File: src/rtl/key_ref_pkg.sv
package key_ref_pkg;
  typedef enum logic {
    DIR_UP = 1'b0,
    DIR_DN = 1'b1
  } drift_dir_e;
endpackage

File: src/rtl/key_ref_mem.sv
module key_ref_mem #(
  parameter int DEPTH = 64,
  parameter int WIDTH = 24,
  localparam int AW = (DEPTH > 1) ? $clog2(DEPTH) : 1
) (
  input  logic             clk,
  input  logic             we,
  input  logic [AW-1:0]    waddr,
  input  logic [WIDTH-1:0] wdata,
  input  logic             re,
  input  logic [AW-1:0]    raddr,
  output logic [WIDTH-1:0] rdata
);
  logic [WIDTH-1:0] mem [DEPTH];

  always_ff @(posedge clk) begin
    if (we) mem[waddr] <= wdata;
  end

  always_ff @(posedge clk) begin
    if (re) rdata <= mem[raddr];
  end
endmodule

File: src/rtl/key_ref_update.sv
module key_ref_update
  import key_ref_pkg::*;
#(
  parameter int SIG_W  = 8,
  parameter int RATE_W = 4,
  parameter int DLY_W  = 8
) (
  input  logic [SIG_W-1:0]  ref_q,
  input  logic              dir_q,
  input  logic [RATE_W-1:0] dc_q,
  input  logic [DLY_W-1:0]  nc_q,
  input  logic [DLY_W-1:0]  pc_q,
  input  logic [SIG_W-1:0]  sig,
  input  logic              detect,
  input  logic              pos_hi,
  input  logic              cal,
  input  logic [RATE_W-1:0] up_rate,
  input  logic [RATE_W-1:0] dn_rate,
  input  logic [DLY_W-1:0]  neg_dly,
  input  logic [DLY_W-1:0]  pos_dly,
  output logic [SIG_W-1:0]  ref_n,
  output logic              dir_n,
  output logic [RATE_W-1:0] dc_n,
  output logic [DLY_W-1:0]  nc_n,
  output logic [DLY_W-1:0]  pc_n
);
  localparam logic [RATE_W-1:0] DC_MAX  = {RATE_W{1'b1}};
  localparam logic [DLY_W-1:0]  DLY_MAX = {DLY_W{1'b1}};

  logic [DLY_W-1:0]  nc_inc, pc_inc;
  logic [RATE_W-1:0] dc_same, dc_step;
  logic [RATE_W-1:0] rate_sel;
  logic              sig_above, sig_below, snap;
  drift_dir_e        want_dir;

  assign nc_inc    = (nc_q == DLY_MAX) ? nc_q : nc_q + 1'b1;
  assign pc_inc    = (pc_q == DLY_MAX) ? pc_q : pc_q + 1'b1;
  assign dc_same   = (dc_q == DC_MAX) ? dc_q : dc_q + 1'b1;
  assign sig_above = sig > ref_q;
  assign sig_below = sig < ref_q;
  assign want_dir  = sig_above ? DIR_UP : DIR_DN;
  assign dc_step   = (dir_q == want_dir) ? dc_same : RATE_W'(1);
  assign rate_sel  = sig_above ? up_rate : dn_rate;

  always_comb begin
    ref_n = ref_q;
    dir_n = dir_q;
    dc_n  = dc_q;
    nc_n  = '0;
    pc_n  = '0;
    snap  = 1'b0;
    if (cal) begin
      ref_n = sig;
      dir_n = DIR_UP;
      dc_n  = '0;
    end else if (detect) begin
      dc_n = '0;
      nc_n = nc_inc;
      if ((neg_dly != '0) && (nc_inc >= neg_dly)) begin
        ref_n = sig;
        nc_n  = '0;
      end
    end else begin
      if (pos_hi) begin
        pc_n = pc_inc;
        if ((pos_dly != '0) && (pc_inc >= pos_dly)) begin
          ref_n = sig;
          pc_n  = '0;
          snap  = 1'b1;
        end
      end
      if (snap) begin
        dc_n = '0;
      end else if (sig_above || sig_below) begin
        dir_n = want_dir;
        if (rate_sel == '0) begin
          dc_n = '0;
        end else if (dc_step >= rate_sel) begin
          dc_n  = '0;
          ref_n = sig_above ? ref_q + 1'b1 : ref_q - 1'b1;
        end else begin
          dc_n = dc_step;
        end
      end else begin
        dc_n = '0;
      end
    end
  end
endmodule

File: src/rtl/key_ref_bounds.sv
module key_ref_bounds #(
  parameter int SIG_W  = 8,
  parameter int HI_LIM = 191,
  parameter int LO_LIM = 64
) (
  input  logic [SIG_W-1:0] ref_v,
  output logic             err_hi,
  output logic             err_lo
);
  localparam logic [SIG_W-1:0] HI_V = SIG_W'(HI_LIM);
  localparam logic [SIG_W-1:0] LO_V = SIG_W'(LO_LIM);

  assign err_hi = ref_v > HI_V;
  assign err_lo = ref_v < LO_V;
endmodule

File: src/rtl/key_ref_tracker.sv
module key_ref_tracker #(
  parameter int NUM_KEYS = 64,
  parameter int SIG_W    = 8,
  parameter int RATE_W   = 4,
  parameter int DLY_W    = 8,
  parameter int HI_LIM   = 191,
  parameter int LO_LIM   = 64,
  localparam int KEY_W   = (NUM_KEYS > 1) ? $clog2(NUM_KEYS) : 1
) (
  input  logic              clk,
  input  logic              rst,
  input  logic              in_valid,
  input  logic [KEY_W-1:0]  in_key,
  input  logic [SIG_W-1:0]  in_sig,
  input  logic              in_detect,
  input  logic              in_pos_hi,
  input  logic              in_cal,
  input  logic [RATE_W-1:0] in_up_rate,
  input  logic [RATE_W-1:0] in_dn_rate,
  input  logic [DLY_W-1:0]  in_neg_dly,
  input  logic [DLY_W-1:0]  in_pos_dly,
  output logic              out_valid,
  output logic [KEY_W-1:0]  out_key,
  output logic [SIG_W-1:0]  out_ref,
  output logic              out_err_hi,
  output logic              out_err_lo
);
  localparam int ST_W = SIG_W + 1 + RATE_W + 2 * DLY_W;

  // stage 1 sample registers
  logic              s1_valid, s1_fwd;
  logic [KEY_W-1:0]  s1_key;
  logic [SIG_W-1:0]  s1_sig;
  logic              s1_det, s1_pos, s1_cal;
  logic [RATE_W-1:0] s1_up, s1_dn;
  logic [DLY_W-1:0]  s1_nd, s1_pd;
  logic [ST_W-1:0]   s1_fwd_st;

  logic [ST_W-1:0]   mem_q, cur_st, nxt_st;
  logic [SIG_W-1:0]  ref_q, ref_n;
  logic              dir_q, dir_n;
  logic [RATE_W-1:0] dc_q, dc_n;
  logic [DLY_W-1:0]  nc_q, nc_n, pc_q, pc_n;
  logic              flag_hi, flag_lo;

  key_ref_mem #(.DEPTH(NUM_KEYS), .WIDTH(ST_W)) u_mem (
    .clk   (clk),
    .we    (s1_valid),
    .waddr (s1_key),
    .wdata (nxt_st),
    .re    (in_valid),
    .raddr (in_key),
    .rdata (mem_q)
  );

  assign cur_st = s1_fwd ? s1_fwd_st : mem_q;
  assign {ref_q, dir_q, dc_q, nc_q, pc_q} = cur_st;
  assign nxt_st = {ref_n, dir_n, dc_n, nc_n, pc_n};

  key_ref_update #(.SIG_W(SIG_W), .RATE_W(RATE_W), .DLY_W(DLY_W)) u_upd (
    .ref_q   (ref_q),
    .dir_q   (dir_q),
    .dc_q    (dc_q),
    .nc_q    (nc_q),
    .pc_q    (pc_q),
    .sig     (s1_sig),
    .detect  (s1_det),
    .pos_hi  (s1_pos),
    .cal     (s1_cal),
    .up_rate (s1_up),
    .dn_rate (s1_dn),
    .neg_dly (s1_nd),
    .pos_dly (s1_pd),
    .ref_n   (ref_n),
    .dir_n   (dir_n),
    .dc_n    (dc_n),
    .nc_n    (nc_n),
    .pc_n    (pc_n)
  );

  key_ref_bounds #(.SIG_W(SIG_W), .HI_LIM(HI_LIM), .LO_LIM(LO_LIM)) u_bnd (
    .ref_v  (ref_n),
    .err_hi (flag_hi),
    .err_lo (flag_lo)
  );

  always_ff @(posedge clk) begin
    if (rst) begin
      s1_valid   <= 1'b0;
      s1_fwd     <= 1'b0;
      out_valid  <= 1'b0;
      out_key    <= '0;
      out_ref    <= '0;
      out_err_hi <= 1'b0;
      out_err_lo <= 1'b0;
    end else begin
      s1_valid  <= in_valid;
      s1_fwd    <= in_valid && s1_valid && (in_key == s1_key);
      out_valid <= s1_valid;
      if (s1_valid) begin
        out_key    <= s1_key;
        out_ref    <= ref_n;
        out_err_hi <= flag_hi;
        out_err_lo <= flag_lo;
      end
    end
  end

  always_ff @(posedge clk) begin
    s1_key    <= in_key;
    s1_sig    <= in_sig;
    s1_det    <= in_detect;
    s1_pos    <= in_pos_hi;
    s1_cal    <= in_cal;
    s1_up     <= in_up_rate;
    s1_dn     <= in_dn_rate;
    s1_nd     <= in_neg_dly;
    s1_pd     <= in_pos_dly;
    s1_fwd_st <= nxt_st;
  end
endmodule

File: config.mk
export PLATFORM = sky130hd
export DESIGN_NAME = key_ref_tracker
export DESIGN_NICKNAME = d
export VERILOG_FILES = /design/src/rtl/key_ref_pkg.sv /design/src/rtl/key_ref_mem.sv /design/src/rtl/key_ref_update.sv /design/src/rtl/key_ref_bounds.sv /design/src/rtl/key_ref_tracker.sv
export SDC_FILE = /design/constraint.sdc
export NUM_CORES = 2
export LEC_CHECK = 0
export CORE_ASPECT_RATIO = 1.75
export CORE_UTILIZATION = 67
export CTS_CLUSTER_SIZE = 16
export DETAILED_ROUTE_END_ITERATION = 8
export GPL_TIMING_DRIVEN = 0
export PLACE_DENSITY = 0.87
export SYNTH_ARGS = -nofsm -noshare
export SYNTH_HDL_FRONTEND = slang
export SYNTH_SLANG_ARGS = --single-unit
File: constraint.sdc
create_clock -name clk -period 21.3 [get_ports clk]
set_input_delay 4.26 -clock clk [delete_from_list [all_inputs] [get_ports clk]]
set_output_delay 4.26 -clock clk [all_outputs]
set_load 0.01 [all_outputs]
==> summary.md, run 1 <==
| Metric | Value |
|---|---|
| Sequential fraction of the synthesis area | 0.769 |
| Ys flop type | edfxtp_1 |
| Post-Syn Nets | 3296 |
| Num CTS Buffers | 158 |
| Root buf cell | clkbuf_16 |
| Initial core utilization | 0.674 |
| Outcome | did not finish |
| Max Buffers Root-to-Sink | 3 |
| Global-route wire length before repair | 435000 um |
| Post-CTS Setup Inserts | 0 |
| Worst slack, placed | 12430 ps |
| Htree depth | 4 |
| Clock sink count | 1974 |
| Vias in the first global route | 49302 |
| Total grt overflow | 7 |
| IO Count | 61 |
| Cts repair resizes | 0 |
| Synth async-reset ratio | 0 |
| DP HPWL | 155000 um |
| Failing step | global routing (5_1_grt) |
| Die X | 256 um |
| Number of synthesized flops with an enable pin | 1885 |
| Syn_area_per_cell | 23.6 sq um |
| Post-Syn Area | 75900 sq um |
| Run Error | [ERROR GRT-0116] Global routing finished with congestion. Check the congestion regions in the DRC Viewer. |
| Mapped Cells | 3214 |
| Total GRT Usage | 0.577 |
| Yosys reg bits | 1974 |
| Die H | 447 um |
| Port bufs | 59 |
| # rows | 163 |
| Final GP Congestion | 0.977 |
| Hold Buf Count CTS | 0 |
| Largest net degree at the start of global routing | 61 |
| Synth warn | 0 |
| Count of cell types in the netlist | 58 |
==> per-stage QoR <==
stage	std cells	area (sq um)	hold WS [ps]	utilization
4_1_cts	5173	86400	522	0.768
3_5_place_dp	4887	81400	502	0.723
3_3_place_gp	4758	78400	474	0.696
2_1_floorplan	3214	75900	489	-
==> synthesized netlist by cell type, types with 3 or more instances <==
cell type	n	area share
ha_1	37	0.0061
nor3b_1	4	0.00040
clkbuf_1	79	0.0039
o21ai_0	11	0.00073
mux2i_1	29	0.0038
a21o_1	7	0.00069
edfxtp_1	1885	0.75
nor4_1	8	0.00066
a21oi_1	21	0.0014
nand4b_1	3	0.00035
o211ai_1	3	0.00030
buf_2	35	0.0023
buf_6	7	0.0010
nand2_1	41	0.0020
nand2b_1	13	0.0011
a211oi_1	6	0.00059
a31oi_1	3	0.00025
xnor2_1	12	0.0014
inv_1	34	0.0017
a22oi_1	3	0.00030
mux4_2	611	0.18
nor2_1	95	0.0047
xor2_1	11	0.0013
nand4_1	8	0.00066
o32ai_1	4	0.00046
mux2_2	15	0.0022
buf_4	16	0.0016
nand3b_1	5	0.00049
nor2b_1	20	0.0016
dfxtp_1	89	0.023
nor3_1	14	0.00092
nand3_1	24	0.0016
o31ai_1	3	0.00030
buf_1	24	0.0012
o21a_1	3	0.00030
==> kinds of logic after synthesis <==
kind of cell	Yosys count	synth area share
simple gates	249	0.0159
xor+xnor	23	0.00265
flops	1974	0.769
mux	655	0.187
compound gates	80	0.00717
fa+ha+maj	38	0.00636
buf+inv	195	0.0117
==> metal layers <==
metal | overflow | track usage
met1 | 0 | 0.586
met2 | 2 | 0.779
met4 | 5 | 0.470
met3 | 0 | 0.407
met5 | 0 | 0.257
==> inputs of run 2 (changes only) <==
Settings changed: CORE_ASPECT_RATIO 1.75 to default, CORE_UTILIZATION 67 to 40, CTS_CLUSTER_SIZE 16 to default, PLACE_DENSITY 0.87 to default, PLACE_DENSITY_LB_ADDON from default to 0.15.
==> run 2 against run 1 <==
Against the previous run: the flow now finishes, with violations (DRC, capacitance limit); synthesized cell count stayed put; synthesized area stayed put.
==> summary.md, run 2 <==
| Metric | Value |
|---|---|
| DR DRC count | 16 |
| Area grow syn2layout | 17.4% |
| Top post-synthesis cells by area | edfxtp_1 75%, mux4_2 18%, dfxtp_1 2.3% |
| Worst R2R Setup Slack | 12810 ps |
| Die area | 192000 sq um |
| Cell with the most instances after synthesis | edfxtp_1 |
| Vias per cell | 5.72 |
| Critical path startpoint | s1_fwd |
| IO Count | 61 (unchanged) |
| CP Data Required Time | 21840 ps |
| Htree depth | 4 (unchanged) |
| Worst-Margin Slew | 1490 ps |
| Die H | 438 um (-2.2%) |
| Initial antenna violation count | 22 |
| Failing checks | DRC, capacitance limit |
| # rows | 159 (-2.5%) |
| Die X | 438 um (+71%) |
| RSZ-0062 raised after global routing | no |
| Slew headroom | 0.00562 |
| Commonest non-fill, non-tap cells in the layout | 1885 x edfxtp_1, 611 x mux4_2, 207 x clkbuf_16 |
| Vias in the first global route | 36411 |
| CP Cell Sequence | buf_2 -> buf_2 -> buf_2 -> buf_2 -> mux2i_1 -> ha_1 -> nor2b_1 -> o211ai_2 -> a21oi_1 -> o21ai_2 -> xnor2_1 -> nor2_1 -> ha_1 -> nand2b_1 -> a21o_1 -> a21o_1 -> a21oi_1 -> nor2b_1 -> buf_6 -> mux2i_1 -> o211ai_1 -> inv_2 -> buf_12 |
| Power Total | 0.00844 W |
| Share of cells above drive strength 1 | 0.317 |
| Cts repair resizes | 0 (unchanged) |
| Main combinational cell family by area after synthesis | multiplexers |
| FMAX | 0.118 GHz |
| Yosys reg bits | 1974 (unchanged) |
| Outcome | finished with violations |
| Num CTS Buffers | 203 (+28%) |
| Final Skew | 36.2 ps |
| Most common cell after layout, fill and taps aside | edfxtp_1 |
| Final GP Congestion | 0.804 (-18%) |
| Post-Syn Area | 75900 sq um (unchanged) |
| Delay-heaviest family, CP | buffers and inverters |
| Total wire length | 211000 um |
| Port bufs | 59 (unchanged) |
| Initial drt markers | 4126 |
| DP HPWL | 145000 um (-6.8%) |
| Routed Antenna Nets | 0 |
| Clock sink count | 1974 (unchanged) |
| Worst Hold Launch | out_key[5] |
| Critical path class | flop to flop |
| CP bufs+invs | 7 |
| Max Buffers Root-to-Sink | 3 (unchanged) |
| Area fraction of the dominant cell type after synthesis | 0.745 (unchanged) |
| Most flops, register | u_mem.mem |
| Inst Count DP | 5904 (+21%) |
| CP max FO | 33 |
| Post-CTS Setup Inserts | 0 (unchanged) |
| Largest net degree at the start of global routing | 66 |
| Proportion of synthesized area in mux cells | 0.187 (unchanged) |
| Hold Path Class | flop to flop |
| Initial core utilization | 0.403 (-0.271) |
| Nets | 3696 |
| Worst setup SP type | flop |
| Top post-synthesis cells by count | 1885 x edfxtp_1, 611 x mux4_2, 95 x nor2_1, 89 x dfxtp_1, 79 x clkbuf_1 |
| Total grt overflow | 0 |
| CP max stage delay | 770 ps |
| Footprint of the multi-input gates | 17300 sq um |
| Clk slew on worst S/H paths | 60 ps |
| Part of the cycle the worst path needs | 0.399 |
| FILL cells | 15372 |
| Synth warn | 0 (unchanged) |
| LEAKAGE | 27.7 nW |
| Total number of vias | 35927 |
| Largest register FFs | 1856 |
| TritonCTS clock tree | done |
| Mapped Cells | 3214 (unchanged) |
| CP endpoint kind | flop |
| Peak VDD IR | 0.0607 mV |
| Number of synthesized flops with an enable pin | 1885 (unchanged) |
| Slew Viols, Final | 0 |
| Syn_area_per_cell | 23.6 sq um (unchanged) |
| Post-Synth XOR/XNOR Area | 0.00265 (unchanged) |
| Post-route non-filler standard cell count | 6284 |
| Final hold viol count | 0 |
| Core Box Area | 188000 sq um |
| Sequential fraction of the synthesis area | 0.769 (unchanged) |
| Post-Syn Nets | 3296 (unchanged) |
| Synth async-reset ratio | 0 (unchanged) |
| Setup_tns | 0 ps |
| Pwr/cell area | 94.6 nW/um^2 |
| R2r startpoint | s1_fwd |
| Final setup fails | 0 |
| Count of cell types in the netlist | 58 (unchanged) |
| Ys flop type | edfxtp_1 |
| CP dominant cell by count | buf_2 |
| Hold Buf Count CTS | 0 (unchanged) |
| Root buf cell | clkbuf_16 |
| Pre-antenna DRT Iters | 7 |
| Register Area | 58400 sq um |
| Max_cap viols | 1 |
| Synth Area in Adders | 0.00636 (unchanged) |
| Worst EP arrival | 9040 ps |
| Post-synth top area cell | edfxtp_1 |
| Biggest registers after layout | u_mem.mem (1856), s1_fwd_st (29), u_mem.rdata (29) |
| Worst skew pair latency | 840 ps |
| Global-route wire length before repair | 295000 um |
| Worst hold margin | 463 ps |
| Fin util | 0.474 |
| Synth Area in Compound Gates | 0.00717 (unchanged) |
| Total GRT Usage | 0.223 |
| Synthesized-area fraction occupied by and/or/nand/nor cells | 0.0159 (unchanged) |
| Slowest cell on crit path | o211ai_1 |
| WL/cell | 33.6 um |
| Tmin final | 8490 ps |
==> run 2: cell counts after synthesis <==
No cell type changed its count.
==> run 2: worst paths after layout <==
kind,endpoint,cells after the start
hold reg to reg,out_key[5],2
hold / removal,out_key[5],2
setup / recovery,u_mem.mem[44][27],23
setup reg to reg,u_mem.mem[44][27],23
==> run 2: per-layer routing <==
layer  track usage  share of wire  routed length [um]  vias to the layer above
li1              -              -                   -                    14604
met1         0.313           0.43               90100                    19837
met2         0.359           0.48              102000                     1226
met3        0.0427          0.066               13900                      252
met4        0.0558          0.023                4830                        8
met5             0        0.00028                  60                        -
==> run 2: power by group <==
group / total [W] / leakage, nW / internal [W] / switching, W
Clock: 0.00347 / 3.14 / 0.00199 / 0.00147
Combinational: 0.000624 / 6.82 / 0.000223 / 0.000401
Sequential: 0.00434 / 17.8 / 0.00433 / 0.0000124
Total: 0.00844 / 27.7 / 0.00655 / 0.00189
==> run 2: worst register-to-register path: stages, from the launching register on <==
cell,delay (ps)
dfxtp_1,480
buf_2,480
buf_2,540
buf_2,500
buf_2,480
mux2i_1,500
ha_1,340
nor2b_1,150
o211ai_2,180
a21oi_1,140
o21ai_2,680
xnor2_1,380
nor2_1,330
ha_1,280
nand2b_1,140
a21o_1,180
a21o_1,170
a21oi_1,220
nor2b_1,100
buf_6,160
mux2i_1,150
o211ai_1,770
inv_2,530
buf_12,310
==> run 2: logic make-up (layout without fill, tap and decap cells) <==
group	after synthesis	in the layout
DFF	1974	1974
muxes	655	655
xor gates and xnor gates	23	23
AOI/OAI and AO/OA	80	80
buffers and inverters	195	765
adders and majority gates	38	38
and+or+nand+nor	249	249
other	0	5
==> run 2: final cells by class <==
class,count,share of cell area
sequential,1974,0.655
multi-input combinational,1045,0.194
clock buffer,271,0.0615
tap,2495,0.0350
timing repair buffer,195,0.0334
clock inverter,104,0.0105
buffer,161,0.00858
inverter,34,0.00143
antenna,5,0.000140
==> run 2: per-stage QoR <==
step,setup slack [ps],instance area [sq um]
6_report,12810,89100
3_3_place_gp,8050,79600
2_1_floorplan,13920,75900
4_1_cts,12900,89100
3_5_place_dp,12420,82700
5_1_grt,12500,89100
Note: power is estimated with default switching activity, not from simulation.
